### src/rtl/ssq_pkg.sv
package ssq_pkg;

  typedef enum logic [2:0] {
    ST_OFF    = 3'd0,
    ST_DELAY  = 3'd1,
    ST_SOFT   = 3'd2,
    ST_RUN    = 3'd3,
    ST_HICCUP = 3'd4
  } ssq_state_e;

  // Whole switching periods for a percentage of the soft-start length.
  function automatic int scale_pct(input int base, input int pct);
    return (base * pct) / 100;
  endfunction

  function automatic logic is_switching(input ssq_state_e s);
    return (s == ST_SOFT) || (s == ST_RUN);
  endfunction

endpackage

### src/rtl/ssq_hyst_latch.sv
// Two-level hysteresis: trip clears ok (wins), arm sets it, neither holds.
module ssq_hyst_latch (
  input  logic clk,
  input  logic rst_n,
  input  logic arm_i,
  input  logic trip_i,
  output logic ok_o
);

  logic ok_q;

  always_ff @(posedge clk or negedge rst_n) begin
    if (!rst_n)      ok_q <= 1'b0;
    else if (trip_i) ok_q <= 1'b0;
    else if (arm_i)  ok_q <= 1'b1;
  end

  assign ok_o = ok_q;

  AST_TRIP_WINS: assert property (@(posedge clk) disable iff (!rst_n)
    trip_i |=> !ok_o);

  AST_BAND_HOLDS: assert property (@(posedge clk) disable iff (!rst_n)
    (!trip_i && !arm_i) |=> $stable(ok_o));

endmodule

### src/rtl/ssq_ramp.sv
// Soft-start code ramp and short-detection blanking counter.
module ssq_ramp #(
  parameter int STEPS     = 64,
  parameter int BLANK_CYC = 76,
  parameter int CODE_W    = 7
) (
  input  logic              clk,
  input  logic              rst_n,
  input  logic              keep_i,     // next state is a switching state
  input  logic              adv_i,      // currently in soft-start
  input  logic              active_i,   // currently switching
  input  logic              tick_i,
  input  logic              short_en_i,
  input  logic              fb_low_i,
  output logic [CODE_W-1:0] code_o,
  output logic              full_o,
  output logic              short_trip_o
);

  localparam int BLK_W = $clog2(BLANK_CYC + 1);

  logic [CODE_W-1:0] code_q;
  logic [BLK_W-1:0]  blank_q;
  logic              armed;

  assign full_o = (code_q == CODE_W'(STEPS));
  assign armed  = (blank_q == BLK_W'(BLANK_CYC));

  always_ff @(posedge clk or negedge rst_n) begin
    if (!rst_n) begin
      code_q <= '0;
    end else if (!keep_i) begin
      code_q <= '0;
    end else if (adv_i && tick_i && !full_o) begin
      code_q <= code_q + 1'b1;
    end
  end

  always_ff @(posedge clk or negedge rst_n) begin
    if (!rst_n) begin
      blank_q <= '0;
    end else if (!keep_i) begin
      blank_q <= '0;
    end else if (active_i && tick_i && !armed) begin
      blank_q <= blank_q + 1'b1;
    end
  end

  assign short_trip_o = active_i && short_en_i && armed && fb_low_i;
  assign code_o       = code_q;

  AST_CODE_CEIL: assert property (@(posedge clk) disable iff (!rst_n)
    code_o <= CODE_W'(STEPS));

  AST_CODE_HOLD: assert property (@(posedge clk) disable iff (!rst_n)
    (keep_i && !tick_i) |=> $stable(code_o));

  AST_NO_TRIP_UNCONFIGURED: assert property (@(posedge clk) disable iff (!rst_n)
    !short_en_i |-> !short_trip_o);

endmodule

### src/rtl/ssq_fsm.sv
// Sequencing state machine with start-delay and hiccup counters.
module ssq_fsm
  import ssq_pkg::*;
#(
  parameter int DELAY_CLKS = 2000,
  parameter int HICCUP_CYC = 54
) (
  input  logic       clk,
  input  logic       rst_n,
  input  logic       en_ok_i,
  input  logic       tick_i,
  input  logic       fault_i,
  input  logic       ramp_full_i,
  output ssq_state_e state_o,
  output logic       keep_o,
  output logic       adv_o,
  output logic       sw_en_o
);

  localparam int DLY_W = $clog2(DELAY_CLKS + 1);
  localparam int HIC_W = $clog2(HICCUP_CYC + 1);

  ssq_state_e       state_q, state_d;
  logic [DLY_W-1:0] dly_q;
  logic [HIC_W-1:0] hic_q;

  always_comb begin
    state_d = state_q;
    case (state_q)
      ST_OFF:    state_d = ST_DELAY;
      ST_DELAY:  if (dly_q == DLY_W'(DELAY_CLKS - 1)) state_d = ST_SOFT;
      ST_SOFT: begin
        if (fault_i)          state_d = ST_HICCUP;
        else if (ramp_full_i) state_d = ST_RUN;
      end
      ST_RUN:    if (fault_i) state_d = ST_HICCUP;
      ST_HICCUP: if (tick_i && hic_q == HIC_W'(HICCUP_CYC - 1)) state_d = ST_SOFT;
      default:   state_d = ST_OFF;
    endcase
    if (!en_ok_i) state_d = ST_OFF;
  end

  always_ff @(posedge clk or negedge rst_n) begin
    if (!rst_n) begin
      state_q <= ST_OFF;
      dly_q   <= '0;
      hic_q   <= '0;
    end else begin
      state_q <= state_d;
      if (state_q == ST_DELAY && state_d == ST_DELAY) dly_q <= dly_q + 1'b1;
      else                                            dly_q <= '0;
      if (state_q != ST_HICCUP || state_d != ST_HICCUP) hic_q <= '0;
      else if (tick_i)                                  hic_q <= hic_q + 1'b1;
    end
  end

  assign state_o = state_q;
  assign sw_en_o = is_switching(state_q);
  assign keep_o  = is_switching(state_d);
  assign adv_o   = (state_q == ST_SOFT);

  AST_OFF_NEVER_SWITCHES: assert property (@(posedge clk) disable iff (!rst_n)
    (state_q == ST_OFF) |=> !sw_en_o);

  AST_HICCUP_LEAVES_ON_TICK: assert property (@(posedge clk) disable iff (!rst_n)
    (state_q == ST_HICCUP && !tick_i && en_ok_i) |=> (state_q == ST_HICCUP));

  AST_HICCUP_TO_SOFT: assert property (@(posedge clk) disable iff (!rst_n)
    ($past(state_q) == ST_HICCUP && sw_en_o) |-> (state_q == ST_SOFT));

endmodule

### src/rtl/boost_ss_sequencer.sv
module boost_ss_sequencer
  import ssq_pkg::*;
#(
  parameter int SS_STEPS    = 64,
  parameter int BLANK_PCT   = 120,
  parameter int HICCUP_PCT  = 85,
  parameter int DELAY_CLKS  = 2000,
  parameter int CODE_W      = $clog2(SS_STEPS + 1)
) (
  input  logic              clk,
  input  logic              rst_n,
  input  logic              enable,
  input  logic              vin_above_rise,
  input  logic              vin_below_fall,
  input  logic              tj_above_trip,
  input  logic              tj_below_release,
  input  logic              oc_flag,
  input  logic              fb_low,
  input  logic              short_en,
  input  logic              sw_tick,
  output logic              sw_en,
  output logic [CODE_W-1:0] ss_code
);

  localparam int BLANK_CYC  = scale_pct(SS_STEPS, BLANK_PCT);
  localparam int HICCUP_CYC = scale_pct(SS_STEPS, HICCUP_PCT);
  localparam int N_MON      = 2;   // 0: input supply, 1: die temperature

  logic [N_MON-1:0] mon_arm, mon_trip, mon_ok;
  logic             en_ok, keep, adv, ramp_full, short_trip, fault;
  ssq_state_e       state;

  assign mon_arm  = {tj_below_release, vin_above_rise};
  assign mon_trip = {tj_above_trip,    vin_below_fall};

  for (genvar g = 0; g < N_MON; g++) begin : g_mon
    ssq_hyst_latch u_hyst (
      .clk    (clk),
      .rst_n  (rst_n),
      .arm_i  (mon_arm[g]),
      .trip_i (mon_trip[g]),
      .ok_o   (mon_ok[g])
    );
  end

  assign en_ok = enable && (&mon_ok);
  assign fault = oc_flag || short_trip;

  ssq_fsm #(
    .DELAY_CLKS (DELAY_CLKS),
    .HICCUP_CYC (HICCUP_CYC)
  ) u_fsm (
    .clk         (clk),
    .rst_n       (rst_n),
    .en_ok_i     (en_ok),
    .tick_i      (sw_tick),
    .fault_i     (fault),
    .ramp_full_i (ramp_full),
    .state_o     (state),
    .keep_o      (keep),
    .adv_o       (adv),
    .sw_en_o     (sw_en)
  );

  ssq_ramp #(
    .STEPS     (SS_STEPS),
    .BLANK_CYC (BLANK_CYC),
    .CODE_W    (CODE_W)
  ) u_ramp (
    .clk          (clk),
    .rst_n        (rst_n),
    .keep_i       (keep),
    .adv_i        (adv),
    .active_i     (sw_en),
    .tick_i       (sw_tick),
    .short_en_i   (short_en),
    .fb_low_i     (fb_low),
    .code_o       (ss_code),
    .full_o       (ramp_full),
    .short_trip_o (short_trip)
  );

  AST_OC_STOPS: assert property (@(posedge clk) disable iff (!rst_n)
    (sw_en && oc_flag) |=> (!sw_en && ss_code == '0));

  AST_SUPPLY_LOCKOUT: assert property (@(posedge clk) disable iff (!rst_n)
    !mon_ok[0] |=> !sw_en);

  AST_THERMAL_LOCKOUT: assert property (@(posedge clk) disable iff (!rst_n)
    !mon_ok[1] |=> !sw_en);

  AST_ENABLE_LOSS: assert property (@(posedge clk) disable iff (!rst_n)
    !enable |=> (!sw_en && state == ST_OFF));

  AST_START_MASKED: assert property (@(posedge clk) disable iff (!rst_n)
    ($rose(sw_en) && en_ok && !oc_flag) |=> sw_en);

  AST_CODE_RISES: assert property (@(posedge clk) disable iff (!rst_n)
    sw_en |=> (!sw_en || ss_code >= $past(ss_code)));

  AST_IDLE_CODE_ZERO: assert property (@(posedge clk) disable iff (!rst_n)
    !sw_en |-> (ss_code == '0));

endmodule

### config.mk
export PLATFORM = sky130hd
export DESIGN_NAME = boost_ss_sequencer
export DESIGN_NICKNAME = d
export VERILOG_FILES = /design/src/rtl/ssq_pkg.sv /design/src/rtl/ssq_hyst_latch.sv /design/src/rtl/ssq_ramp.sv /design/src/rtl/ssq_fsm.sv /design/src/rtl/boost_ss_sequencer.sv
export SDC_FILE = /design/constraint.sdc
export NUM_CORES = 1
export LEC_CHECK = 0
export CAP_MARGIN = 20
export CORE_MARGIN = 3
export CORE_UTILIZATION = 56
export CTS_CLUSTER_SIZE = 10
export DETAILED_ROUTE_END_ITERATION = 8
export GPL_ROUTABILITY_DRIVEN = 0
export PLACE_DENSITY = 0.78
export SYNTH_ARGS = -nofsm -noshare
export SYNTH_HDL_FRONTEND = slang
export SYNTH_SLANG_ARGS = --single-unit
### constraint.sdc
create_clock -name clk -period 2.15 [get_ports clk]
set_input_delay 0.43 -clock clk [delete_from_list [all_inputs] [get_ports clk]]
set_output_delay 0.43 -clock clk [all_outputs]
set_load 0.02 [all_outputs]
## Word level (Yosys, flattened, before mapping)

Index checks and enable logic that the tools add are counted.

| word-level totals | value |
|---|---|
| memory bits (writable) | 0 |
| memories | 0 |
| output and inout bits | 8 |
| register bits | 36 |
| word-level logic and storage cells | 65 |
| bits in latches | 0 |
| input port bits | 11 |
| memory bits (read-only) | 0 |

| operators by class | value |
|---|---|
| shift operators | 0 |
| bitwise logic cells | 0 |
| $lt $le $gt $ge | 0 |
| eq/ne operators | 15 |
| div/mod/pow operators | 0 |
| multiplexer cells | 18 |
| $mul | 0 |
| add/subtract/negate cells | 4 |
| reduce and logical (&&, ||, !) cells | 21 |

Operator list:

| kind | number |
|---|---|
| 2-to-1 mux 7 bit | 4 |
| 2-to-1 mux 3 bit | 6 |
| case mux 3 bit (5 select lines) | 1 |
| adder 7 x 1 -> 7 bit (second input constant) | 2 |
| equality test 7 bit (second input constant) | 2 |
| equality test 3 x 2 -> 1 bit (second input constant) | 4 |
| 2-to-1 mux 6 bit | 2 |
| adder 11 x 1 -> 11 bit (second input constant) | 1 |
| equality test 11 bit (second input constant) | 1 |
| 2-to-1 mux 11 bit | 1 |
| logical AND 1 bit | 10 |
| adder 6 x 1 -> 6 bit (second input constant) | 1 |
| equality test 3 x 1 -> 1 bit (second input constant) | 2 |
| equality test 6 bit (second input constant) | 1 |
| != test 3 bit (second input constant) | 2 |
| nonzero test 2 bit | 3 |
| logical OR 1 bit | 4 |
| 2-to-1 mux 1 bit | 4 |
| != test 2 bit (second input constant) | 2 |
| equality test 3 bit (second input constant) | 1 |
| logical NOT 3 bit | 1 |
| logical NOT 1 bit | 2 |
| AND reduction 2 bit | 1 |

## Depth between registers and ports, before layout

| logic depth | value |
|---|---|
| depth in word-level cells | 12 |
| depth in mapped cells | 7 |
| mapped depth without buffers | 6 |

## Cells and area by module

From an unflattened synthesis, not the netlist that was laid out.

| unflattened totals | value |
|---|---|
| cell total of the unflattened synthesis | 199 |
| area total of the unflattened synthesis | 1960.6 µm² |

Modules (own cells, without submodules):

| module | sequential area each (µm²) | instances | cells an instance | area each (µm²) |
|---|---|---|---|---|
| ssq_fsm | 500.5 | 1 | 100 | 1043.5 |
| ssq_ramp | 350.3 | 1 | 93 | 834.6 |
| ssq_hyst_latch | 25.0 | 2 | 2 | 35.0 |
| boost_ss_sequencer | 0.0 | 1 | 2 | 12.5 |

## Worst setup path after synthesis

OpenSTA, ideal clock, no wires.

| timing | value |
|---|---|
| path type | register -> register |
| start point | register u_ramp.code_q[0] (netlist: u_ramp.code_o[0]) |
| end point | register u_ramp.code_q[2] (netlist: u_ramp.code_o[2]) |
| required time | 2.031 ns |
| buffers on the path | 0 |
| library setup time | 0.119 ns |
| clock period less this slack | 1.701 ns |
| cell stages (with the launch flop) | 7 |
| slack | 0.449 ns |
| arrival time | 1.582 ns |
| cell sequence | dfrtp_1 inv_1 ha_1 nor4bb_1 a2111oi_0 xnor2_1 nor2_1 |

| between the ends | value |
|---|---|
| longest elaborated chain between the ends | 8 |
| elaborated cells between the ends (all ways) | 14 |
| classes of those cells | add/sub (1); eq/ne (4); mux (6); reduce/logical (3) |

Ends and longest elaborated chain:

| item | RTL line | RTL |
|---|---|---|
| from (decl) | ssq_ramp.sv:22 | `logic [CODE_W-1:0] code_q;` |
| from (signal assigned) | ssq_ramp.sv:35 | `code_q <= code_q + 1'b1;` |
| equality test 7 bit | ssq_ramp.sv:26 | `assign full_o = (code_q == CODE_W'(STEPS));` |
| 2-to-1 mux 3 bit | ssq_fsm.sv:34 | `else if (ramp_full_i) state_d = ST_RUN;` |
| 2-to-1 mux 3 bit | ssq_fsm.sv:33 | `if (fault_i) state_d = ST_HICCUP;` |
| case mux 3 bit (5 select lines) | ssq_fsm.sv:29 | `case (state_q)` |
| 2-to-1 mux 3 bit | ssq_fsm.sv:40 | `if (!en_ok_i) state_d = ST_OFF;` |
| equality test 3 x 2 -> 1 bit | ssq_pkg.sv:17 | `return (s == ST_SOFT) \|\| (s == ST_RUN);` |
| logical OR 1 bit | ssq_pkg.sv:17 |  |
| != test 2 bit (no line) / 2-to-1 mux 7 bit (equally long branches) | - |  |

Several ways; a longest one is shown, not always the timed one. The select of a mux whose other input is x is not followed.
A chain may end at the register's enable or synchronous reset.

## Worst setup path in the final report

| timing | value |
|---|---|
| start point | register u_ramp.blank_q[0] |
| end point | register u_ramp.blank_q[4] |

| between the ends | value |
|---|---|
| longest elaborated chain between the ends | 10 |
| elaborated cells between the ends (all ways) | 17 |
| classes of those cells | add/sub (1); eq/ne (4); mux (6); reduce/logical (6) |

Ends and longest elaborated chain:

| item | RTL line | RTL |
|---|---|---|
| from (decl) | ssq_ramp.sv:23 | `logic [BLK_W-1:0] blank_q;` |
| from (signal assigned) | ssq_ramp.sv:45 | `blank_q <= blank_q + 1'b1;` |
| equality test 7 bit | ssq_ramp.sv:27 | `assign armed = (blank_q == BLK_W'(BLANK_CYC));` |
| logical AND 1 bit (2 in a row) | ssq_ramp.sv:49 | `assign short_trip_o = active_i && short_en_i && armed && fb_low_i;` |
| logical OR 1 bit | boost_ss_sequencer.sv:47 | `assign fault = oc_flag \|\| short_trip;` |
| 2-to-1 mux 3 bit, on equally long branches | ssq_fsm.sv:36, ssq_fsm.sv:33 |  |
| case mux 3 bit (5 select lines) | ssq_fsm.sv:29 |  |
| 2-to-1 mux 3 bit | ssq_fsm.sv:40 |  |
| equality test 3 x 2 -> 1 bit | ssq_pkg.sv:17 |  |
| logical OR 1 bit | ssq_pkg.sv:17 |  |
| != test 2 bit (no line) / 2-to-1 mux 7 bit (equally long branches) | - |  |

Several ways; a longest one is shown, not always the timed one. The select of a mux whose other input is x is not followed.

==> results.cfg <==
[drt]
route.met2.wl_mm = 1.78
ant_nets = 0
totalWireLength_mm = 3.72
drt_iter0_drc = 97
viasPerCell = 5.54
drtPass1Iterations = 4
wl_met1_mm = 1.73
dr_wl_met3_um = 162
wire_per_inst_um = 14.4
route.detailed.drc = 0
top_layer = met4
vias = 1436

[critical_path]
critPathArrivalTime_ns = 2.20
start_kind = flop
r2r_cells = 6
crit_type = reg2reg
crit_fanout = 14
endpoint_kind = flop
crit_required_ns = 2.36

[timing]
setup-violations-final = 0
final_max_slew_viol_count = 0
min_period_ns = 1.99
worst_slack_ns = 0.157
finalHoldViolations = 0
rsz0062_at_grt = no
whs_ns = 0.492
worstMarginPinSlew_ns = 0.596
skew_ns = 0.00826
finalCritPeriodShare = 0.927
max-slew-margin-rel = 0.602
fmax_mhz = 502
setup_tns_ns = 0

[cts]
ctsLongestPathBuffers = 2
path_clk_slew_ns = 0.11
cts_resized = 0
cts_sinks = 36
cts_setup_buffers = 0
htree_levels = 2
postCtsHoldBufs = 0
cts-buffers-inserted = 5
cts_root_buf = clkbuf_4
cts_tree = yes
clk_latency_ns = 0.34

[pwr]
p_leak_nw = 0.920
power_mw = 1.11
switching_share = 0.221
combPwrFrac = 0.043
intPower_uw = 864
clock_power_share = 0.343
powerDensity_nw_per_um2 = 494
p_sw_uw = 246
p_seq_frac = 0.614
ir_worst_vdd_v = 0.000359

[floorplan]
start_util = 0.613
dieHeight_um = 65.2
die_x_um = 65.2
rows = 20
die-area_um2 = 4250
num_io_pins = 19
core_area_um2 = 3200

[yosys]
synth_flop_cell = dfrtp_1
synth-edff-count = 0
postSynthAreaPerCell_um2 = 10.3
yosysSeqAreaShare = 0.459
synth_top_area_share = 0.459
synth_adder_area_share = 0.0446
synth.most_common_cell = nor2_1
synthTopCellsByArea = dfrtp_1 (46%), nor2_1 (7.3%), xor2_1 (5.8%)
synth_top_family_by_area = simple AND/OR/NAND/NOR gates
synthMuxAreaShare = 0.0102
synthArstFlopShare = 1.00
synth_warnings = 0
yosys.area.top_type = dfrtp_1
synthXorXnorAreaFrac = 0.107
synthTopCellsByCount = nor2_1 (38), dfrtp_1 (36), xor2_1 (13)
syn_inst = 190
synth_cell_types = 44
synth_simple_gate_area_share = 0.259
syn_nets = 208
netlist_area_um2 = 1960
synth_compound_area_frac = 0.0822
ys_seq_elements = 36

[run]
drv_cap = 0

[placement]
io_buffers = 18
dpl_worst_slack_ns = 0.116
dpl.hpwl_mm = 2.80
placed_cells = 251
postPlaceCellArea_um2 = 2190

[cells_and_area]
nets = 232
fillCellCount = 264
final_area_um2 = 2250
layout-drive-gt1-share = 0.0930
area_growth_pct = 14.5
fin_cells = 259
multiInputGateArea_um2 = 987
antenna_cells = 0
seqCellArea_um2 = 901
final_core_util = 0.702

[global_routing]
grt_pass1_vias = 1477
grt-ovfl-total = 0
antenna_found_initial = 0
grt_use_total = 0.199
grt_pass1_wl_mm = 6.59
grt_max_degree = 37

[status]
outcome = completed

[worst_hold_path]
hold_class = in2async
state kept, by name (all words and copies together), names as in the netlist:
name,count
u_fsm.dly_q,11
u_ramp.blank_q,7
u_ramp.code_o,7
u_fsm.hic_q,6
u_fsm.state_o,3
g_mon.u_hyst.ok_o,2
cells by family after synthesis:
logic type	count (synthesis)
compound gates	17
xor+xnor	24
fa+ha+maj	7
buf+inv	14
flops	36
mux	2
simple gates	90
cell usage in the layout, fill, tap and decap left out, types with 3 or more instances in the layout:
| cell | instances |
|---|---|
| buf_4 | 4 |
| clkbuf_4 | 5 |
| and2_1 | 4 |
| xor2_1 | 13 |
| ha_1 | 7 |
| nand2_1 | 5 |
| clkdlybuf4s50_1 | 17 |
| nor2_1 | 38 |
| nand4_1 | 10 |
| inv_1 | 9 |
| dfrtp_1 | 36 |
| a21oi_1 | 3 |
| nor3_1 | 6 |
| nand3_1 | 5 |
| or3_1 | 3 |
| xnor2_1 | 11 |
| a211oi_1 | 3 |
worst paths after layout:
check	start	to	slack, ns
setup reg to reg	u_ramp.blank_q[0]	u_ramp.blank_q[4]	0.16
max in group asynchronous	rst_n	u_ramp.code_o[0]	1.33
hold / removal	rst_n	u_ramp.blank_q[4]	0.49
setup / recovery	u_ramp.blank_q[0]	u_ramp.blank_q[4]	0.16
hold reg to reg	u_fsm.dly_q[0]	u_fsm.dly_q[0]	0.50
min in group clk	u_fsm.dly_q[0]	u_fsm.dly_q[0]	0.50
critical path, cell delays in order, from the launching register on:
cell	delay [ns]
dfrtp_1	0.45
inv_1	0.08
ha_1	0.13
and4bb_2	0.31
a41oi_4	0.16
o31ai_4	0.60
nor2_1	0.13
metal layers:
layer / vias up / track usage
li1: 702 / -
met1: 691 / 0.247
met2: 36 / 0.336
met3: 7 / 0.0427
met4: 0 / 0.0777
met5: - / 0
power groups by stage:
| stage | sequential (mW) | clock, mW | combinational [mW] |
|---|---|---|---|
| final | 0.682 | 0.381 | 0.0475 |
| after floorplan | 0.695 | 0 | 0.0119 |
| after global placement | 0.695 | 0 | 0.0472 |
| after global routing | 0.683 | 0.424 | 0.0534 |
| after CTS | 0.682 | 0.387 | 0.0492 |
| after detailed placement | 0.695 | 0 | 0.0490 |
area by class of cell:
cell class,instances,area share
inverter,9,0.0150
clock buffer,8,0.0262
timing repair buffer,22,0.0946
sequential,36,0.401
multi-input combinational,140,0.439
tap,44,0.0245
(Power assumes the default switching activity.)
